## src/rtl/ecc_pkg.sv

```systemverilog
package ecc_pkg;

    typedef enum logic [1:0] {
        SC_ISSUE = 2'd0,
        SC_CHECK = 2'd1,
        SC_WRITE = 2'd2
    } scrub_state_e;

    // Number of Hamming check bits (without the overall parity bit)
    function automatic int ham_check_bits(input int k);
        for (int r = 1; r < 16; r++) begin
            if ((1 << r) >= k + r + 1) return r;
        end
        return 16;
    endfunction

    // Stored word width, chosen in fixed steps from the data width
    function automatic int stored_width(input int k);
        if (k <= 12) return 18;
        else if (k <= 29) return 36;
        else return 54;
    endfunction

endpackage

```

## src/rtl/ecc_encoder.sv

```systemverilog
module ecc_encoder #(
    parameter int DATA_W  = 16,
    parameter int STORE_W = 36
) (
    input  logic [DATA_W-1:0]  data_i,
    output logic [STORE_W-1:0] word_o
);
    localparam int R = ecc_pkg::ham_check_bits(DATA_W);
    localparam int N = DATA_W + R;

    always_comb begin
        logic [N:0] c;
        int j;
        c = '0;
        j = 0;
        // data bits go to every position that is not a power of two
        for (int i = 1; i <= N; i++) begin
            if ((i & (i - 1)) != 0) begin
                c[i] = data_i[j];
                j++;
            end
        end
        // check bit b covers every position whose index has bit b set
        for (int b = 0; b < R; b++) begin
            logic p;
            p = 1'b0;
            for (int i = 1; i <= N; i++) begin
                if (((i >> b) & 1) == 1) p = p ^ c[i];
            end
            c[1 << b] = p;
        end
        c[0]   = ^c[N:1];
        word_o = STORE_W'(c);
    end
endmodule

```

## src/rtl/ecc_decoder.sv

```systemverilog
module ecc_decoder #(
    parameter int DATA_W  = 16,
    parameter int STORE_W = 36
) (
    input  logic [STORE_W-1:0] word_i,
    output logic [DATA_W-1:0]  data_o,
    output logic [STORE_W-1:0] fixed_o,
    output logic               single_o,
    output logic               double_o
);
    localparam int R = ecc_pkg::ham_check_bits(DATA_W);
    localparam int N = DATA_W + R;

    always_comb begin
        logic [R-1:0] syn;
        logic         ovp;
        logic [N:0]   c;
        int           j;
        c   = word_i[N:0];
        syn = '0;
        for (int i = 1; i <= N; i++) begin
            if (c[i]) syn = syn ^ R'(i);
        end
        ovp      = ^c;
        single_o = 1'b0;
        double_o = 1'b0;
        if (ovp) begin
            if (syn == '0) begin
                c[0] = ~c[0];
            end else if (int'(syn) <= N) begin
                c[syn] = ~c[syn];
            end else begin
                double_o = 1'b1;
            end
            single_o = ~double_o;
        end else if (syn != '0) begin
            double_o = 1'b1;
        end
        data_o = '0;
        j = 0;
        for (int i = 1; i <= N; i++) begin
            if ((i & (i - 1)) != 0) begin
                data_o[j] = c[i];
                j++;
            end
        end
        fixed_o = STORE_W'(c);
    end
endmodule

```

## src/rtl/ecc_ram_array.sv

```systemverilog
module ecc_ram_array #(
    parameter int ADDR_W  = 4,
    parameter int STORE_W = 36
) (
    input  logic               clk,
    input  logic [ADDR_W-1:0]  addr_i,
    input  logic               we_i,
    input  logic               re_i,
    input  logic [STORE_W-1:0] wdata_i,
    output logic [STORE_W-1:0] q_o
);
    localparam int DEPTH = 1 << ADDR_W;

    logic [STORE_W-1:0] mem [DEPTH];

    always_ff @(posedge clk) begin
        if (we_i) mem[addr_i] <= wdata_i;
        if (re_i) q_o <= mem[addr_i];
    end
endmodule

```

## src/rtl/ecc_scrubber.sv

```systemverilog
module ecc_scrubber #(
    parameter int ADDR_W  = 4,
    parameter int STORE_W = 36
) (
    input  logic                      clk,
    input  logic                      rst_n,
    input  logic                      user_busy_i,
    input  logic                      dec_single_i,
    input  logic                      dec_double_i,
    input  logic [STORE_W-1:0]        dec_fixed_i,
    output logic                      req_re_o,
    output logic                      req_we_o,
    output logic [ADDR_W-1:0]         req_addr_o,
    output logic [STORE_W-1:0]        req_wdata_o,
    output logic                      adv_o,
    output logic                      uncorr_o,
    output ecc_pkg::scrub_state_e     state_o
);
    import ecc_pkg::*;

    localparam logic [ADDR_W-1:0] LAST = {ADDR_W{1'b1}};

    scrub_state_e       state, state_nxt;
    logic [ADDR_W-1:0]  saddr;
    logic [STORE_W-1:0] fix_buf;
    logic               sticky;
    logic               take_fix;
    logic               flag_bad;

    // state register and data registers
    always_ff @(posedge clk) begin
        if (!rst_n) begin
            state   <= SC_ISSUE;
            saddr   <= '0;
            fix_buf <= '0;
            sticky  <= 1'b0;
        end else begin
            state <= state_nxt;
            if (adv_o) saddr <= (saddr == LAST) ? '0 : saddr + 1'b1;
            if (take_fix) fix_buf <= dec_fixed_i;
            if (flag_bad) sticky <= 1'b1;
        end
    end

    // transitions
    always_comb begin
        state_nxt = state;
        unique case (state)
            SC_ISSUE: if (!user_busy_i) state_nxt = SC_CHECK;
            SC_CHECK: begin
                if (user_busy_i)       state_nxt = SC_ISSUE;  // abandon
                else if (dec_single_i) state_nxt = SC_WRITE;  // fix
                else                   state_nxt = SC_ISSUE;  // advance-clean / advance-bad
            end
            SC_WRITE: state_nxt = SC_ISSUE;                   // commit or abandon
            default:  state_nxt = SC_ISSUE;
        endcase
    end

    // outputs
    always_comb begin
        req_re_o = 1'b0;
        req_we_o = 1'b0;
        adv_o    = 1'b0;
        take_fix = 1'b0;
        flag_bad = 1'b0;
        unique case (state)
            SC_ISSUE: req_re_o = !user_busy_i;
            SC_CHECK: begin
                if (!user_busy_i) begin
                    take_fix = dec_single_i;
                    adv_o    = !dec_single_i;
                    flag_bad = dec_double_i;
                end
            end
            SC_WRITE: begin
                req_we_o = !user_busy_i;
                adv_o    = !user_busy_i;
            end
            default: ;
        endcase
    end

    assign req_addr_o  = saddr;
    assign req_wdata_o = fix_buf;
    assign uncorr_o    = sticky;
    assign state_o     = state;
endmodule

```

## src/rtl/ecc_scrub_mem.sv

```systemverilog
module ecc_scrub_mem #(
    parameter int DATA_W = 16,
    parameter int ADDR_W = 4
) (
    input  logic              clk,
    input  logic              rst_n,
    input  logic [ADDR_W-1:0] addr,
    input  logic              wr_en,
    input  logic              rd_en,
    input  logic [DATA_W-1:0] wr_data,
    output logic [DATA_W-1:0] rd_data,
    output logic              rd_valid,
    output logic              err_corr,
    output logic              err_uncorr,
    output logic              scrub_uncorr
);
    localparam int STORE_W = ecc_pkg::stored_width(DATA_W);

    logic [STORE_W-1:0] enc_word, arr_q, arr_wdata, dec_fixed, scr_wdata;
    logic [ADDR_W-1:0]  arr_addr, scr_addr;
    logic               arr_we, arr_re, user_busy, user_rd, rd_pend;
    logic               scr_re, scr_we, scr_adv, dec_single, dec_double;
    ecc_pkg::scrub_state_e scr_state;

    assign user_busy = wr_en | rd_en;
    assign user_rd   = rd_en & ~wr_en;

    ecc_encoder #(.DATA_W(DATA_W), .STORE_W(STORE_W)) u_enc (
        .data_i (wr_data),
        .word_o (enc_word)
    );

    // user accesses own the port; the scrubber fills idle cycles
    assign arr_we    = wr_en | scr_we;
    assign arr_re    = user_rd | scr_re;
    assign arr_addr  = user_busy ? addr : scr_addr;
    assign arr_wdata = wr_en ? enc_word : scr_wdata;

    ecc_ram_array #(.ADDR_W(ADDR_W), .STORE_W(STORE_W)) u_array (
        .clk     (clk),
        .addr_i  (arr_addr),
        .we_i    (arr_we),
        .re_i    (arr_re),
        .wdata_i (arr_wdata),
        .q_o     (arr_q)
    );

    ecc_decoder #(.DATA_W(DATA_W), .STORE_W(STORE_W)) u_dec (
        .word_i   (arr_q),
        .data_o   (rd_data),
        .fixed_o  (dec_fixed),
        .single_o (dec_single),
        .double_o (dec_double)
    );

    ecc_scrubber #(.ADDR_W(ADDR_W), .STORE_W(STORE_W)) u_scrub (
        .clk          (clk),
        .rst_n        (rst_n),
        .user_busy_i  (user_busy),
        .dec_single_i (dec_single),
        .dec_double_i (dec_double),
        .dec_fixed_i  (dec_fixed),
        .req_re_o     (scr_re),
        .req_we_o     (scr_we),
        .req_addr_o   (scr_addr),
        .req_wdata_o  (scr_wdata),
        .adv_o        (scr_adv),
        .uncorr_o     (scrub_uncorr),
        .state_o      (scr_state)
    );

    always_ff @(posedge clk) begin
        if (!rst_n) rd_pend <= 1'b0;
        else        rd_pend <= user_rd;
    end

    assign rd_valid   = rd_pend;
    assign err_corr   = rd_pend & dec_single;
    assign err_uncorr = rd_pend & dec_double;
endmodule

```

## config.mk

```make
export PLATFORM = sky130hd
export DESIGN_NAME = ecc_scrub_mem
export DESIGN_NICKNAME = d
export VERILOG_FILES = /design/src/rtl/ecc_pkg.sv /design/src/rtl/ecc_encoder.sv /design/src/rtl/ecc_decoder.sv /design/src/rtl/ecc_ram_array.sv /design/src/rtl/ecc_scrubber.sv /design/src/rtl/ecc_scrub_mem.sv
export SDC_FILE = /design/constraint.sdc
export NUM_CORES = 1
export LEC_CHECK = 0
export ABC_AREA = 1
export CAP_MARGIN = 20
export CORE_UTILIZATION = 55
export DETAILED_ROUTE_END_ITERATION = 6
export GPL_ROUTABILITY_DRIVEN = 0
export MAX_ROUTING_LAYER = met4
export PLACE_DENSITY_LB_ADDON = 0.05
export REMOVE_ABC_BUFFERS = 1
export SLEW_MARGIN = 20
export SYNTH_ARGS = -nofsm -noshare
export SYNTH_HDL_FRONTEND = slang
export SYNTH_SLANG_ARGS = --single-unit
```

## constraint.sdc

```tcl
create_clock -name clk -period 4.65 [get_ports clk]
set_clock_uncertainty 0.2 [all_clocks]
set_input_delay 0.465 -clock clk [delete_from_list [all_inputs] [get_ports clk]]
set_output_delay 0.465 -clock clk [all_outputs]
set_load 0.05 [all_outputs]
```

==> qor.txt <==
status = finished, final reports clean
WP data required = 3.98 ns
Rows = 64
Hold Buf Count CTS = 0
Clock Path Buffers = 3
Worst Path Max Fanout = 20
Psw = 3241 uW
EDFF count, synth = 374
Place WS = 0.3283 ns
Seq cells post-synth = 404
nets = 1420
Tcrit/Tclk final = 95.35%
Syn Area/Cell = 12.82 sq um
number of H-tree levels = 2
worst reg2reg setup slack = 1.03 ns
pwr dens = 512.1 nW/um^2
Post-Syn Area = 17110 sq um
Worst Max-Slew Pin Slew = 1.112 ns
DP HPWL = 29.83 mm
HP Start = u_scrub.req_wdata_o[4]$_SDFFE_PN0P_
Final Hold Viols = 0
Final Critical Period = 4.434 ns
critical path startpoint category = register
ys flop type = edfxtp_1
# clock sinks = 404
yosys warns = 0
crit path from = u_array.q_o[9]$_DFFE_PP_
Pint = 6776 uW
Via-to-Cell Ratio = 6.155
Max Freq = 225.5 MHz
CTS tree = done
Worst Hold End = u_scrub.req_wdata_o[4]$_SDFFE_PN0P_
Hold WC Path Type = reg2reg
RSZ-0062 raised after global routing = false
die area = 31820 sq um
first-pass GRT wire length = 67.46 mm
setup TNS = 0 ns
Slew HR = 25.08%
synthesized instance count = 1335
remaining global-route overflow = 0
Clk Latency, worst-skew pair = 0.52 ns
R2R depth = 12
Final WS setup = 0.2164 ns
register area = 11830 sq um
sequential power share = 42.8%
area grow syn2layout = 14.30%
Critical Path AT = 3.77 ns
I/O Buffers = 43
Worst-path clk slew = 0.06 ns
io pins = 44
worst hold stages = 2
Die X = 178.4 um
dpl cells = 1744
Setup Crit Path Kind = reg2out
number of remaining DRC errors = 0
max-cap violations = 0
area of the multi-input gates = 4669 sq um
core area = 30590 sq um
CP Capture Type = primary output
Slew Viols, Final = 0
asr flop ratio synth = 0%
vias in the first global route = 10860
drt pass-1 iters = 5
Non-Filler Instances = 1821
final total power = 10020 uW
routed len/inst = 25.09 um
# setup viols final = 0
Synth cell types = 41
initial antenna violation count = 1
layout cells sized above 1 = 14.04%
RR Startpoint = u_array.q_o[19]$_DFFE_PP_
initial core utilization = 55.95%
1st-iter DRT viols = 1294
post-synth top area share = 65.62%
total global-route track usage = 30.48%
die height = 178.4 um
Synth area leader = edfxtp_1
switching part of the total power = 32.35%
largest net degree at the start of global routing = 40
CTS root buf = clkbuf_16
combinational share of power = 25.1%
maximum vdd drop = 0.0004736 V
largest cells by area after synthesis = edfxtp_1 66%, a22oi_1 7.7%, nand2_1 4.1%
Via Count = 11210
leakage = 0.006890 uW
Reg-to-Reg End = u_scrub.req_wdata_o[5]$_SDFFE_PN0P_
remaining antenna violation count = 0
sequential element share of the synthesized area = 69.13%
CTS Buf Count = 41
Clock Power Share = 32.1%
filler instances = 2335
hold_ws = 0.2794 ns
Final Routed Wirelength = 45.69 mm
-- critical path, stage by stage (launching register included) --
cell and delay [ns]:
edfxtp_1 0.55, inv_1 0.18, nand2_1 0.09, nand2_1 0.08
nand2_1 0.07, nand2_1 0.06, nand2_1 0.05, nand2_1 0.08
inv_1 0.04, nand2_1 0.07, nand3_1 0.08, nand2_1 0.32
nand2_1 0.14, nor2_1 0.12, nor2_1 0.05, nand2_1 0.06
nand2_1 0.07, nand3_1 0.09, nand2_2 0.26, nand3_1 0.20
nand2_1 0.15, inv_1 0.19, buf_4 0.23
-- synth_stat cells, types with 2 or more instances --
cell      number
o21ai_1       28
xor2_1        24
nand3_1       53
nand4_1        3
nand2_4        3
a21oi_2       15
nor2_1        64
nor3_1         3
nand2_1      187
buf_2          7
xnor2_1       26
dfxtp_1       30
o21ai_0       13
or2_2          4
nand3b_1       5
nand2_2        6
a21oi_1      103
edfxtp_1     374
nand3_4        3
xor2_2         2
nor2_2         6
clkbuf_1      46
inv_1         82
or4_1         22
buf_6          6
a22oi_1      176
xnor2_2        6
ha_1           4
buf_4         18
clkinv_1       4
inv_2          2
-- cell usage in the layout (no fill, tap or decap), types with 4 or more instances in the layout --
master | synthesis | layout
a21oi_2 | 15 | 16
clkinv_2 | 1 | 8
xnor2_2 | 6 | 8
buf_4 | 18 | 52
clkbuf_1 | 46 | 7
xor2_1 | 24 | 24
clkinv_1 | 4 | 12
or2_2 | 4 | 4
nand2_2 | 6 | 7
dfxtp_1 | 30 | 30
nand2_1 | 187 | 185
nand3b_1 | 5 | 5
nor2_1 | 64 | 44
nand3_1 | 53 | 53
clkdlybuf4s50_1 | 0 | 27
ha_1 | 4 | 4
o21ai_0 | 13 | 13
buf_12 | 0 | 11
nor2_2 | 6 | 13
a22oi_1 | 176 | 176
or4_1 | 22 | 22
nor2_4 | 1 | 14
edfxtp_1 | 374 | 374
o21ai_1 | 28 | 28
a21oi_1 | 103 | 102
clkbuf_16 | 0 | 42
inv_1 | 82 | 82
xnor2_1 | 26 | 24
nand2_4 | 3 | 4
-- power groups by stage --
stage	Sequential, uW	Combinational (uW)	Clock (uW)
final	4290	2520	3220
after global routing	4290	2720	3380
after CTS	4280	2480	3240
after detailed placement	4360	2470	0
after global placement	4360	2440	0
after floorplan	4330	1710	0
-- sequential cells by signal (all words and copies together), names as in the netlist --
name / count
rd_valid: 1
u_scrub.uncorr_o: 1
u_array.q_o: 22
u_scrub.req_addr_o: 4
u_array.mem: 352
u_scrub.req_wdata_o: 22
u_scrub.state_o: 2
-- worst max-delay path by stage --
stage | end
floorplan | u_array.mem[0][0]$_DFFE_PP_
global placement | rd_data[13]
detailed placement | rd_data[3]
CTS | rd_data[15]
global route | rd_data[13]
finish | rd_data[3]
-- cell type report --
type	count	area share [%]
timing repair buffer	91	4.567
inverter	90	1.772
multi-input combinational	764	23.87
clock inverter	23	1.043
tap	396	2.533
sequential	404	60.48
clock buffer	52	5.718
antenna	1	0.01279
-- what timing repair did --
item,CTS,global route
endpoints found under the setup margin,16,15
setup buffers,0,1
resized for setup,2,4
-- per-stage QoR --
stage               area [sq um]  util (%)
floorplan                  16700         -
global placement           18200     59.50
detailed placement         18200     59.50
CTS                        19530     63.86
global route               19560     63.95
finish                     19560     63.95
-- logic make-up (layout without fill, tap and decap cells) --
kind of cell	count (synthesis)	after routing	synth area share, %
flops	404	404	69.13
other cells	0	1	0
xor+xnor	60	60	3.641
buf+inv	167	256	4.423
compound gates	338	338	12.84
simple gates	362	362	9.672
fa+ha+maj	4	4	0.2925
-- metal layers --
metal / vias up / global-route usage [%] / share of wire (%)
met1: 5562 / 42.35 / 43
li1: 5038 / - / -
met4: 0 / 11.09 / 3.5
met2: 523 / 45.74 / 46
met5: - / - / 0
met3: 86 / 4.753 / 7.9
Power figures use the tool's default switching activity.
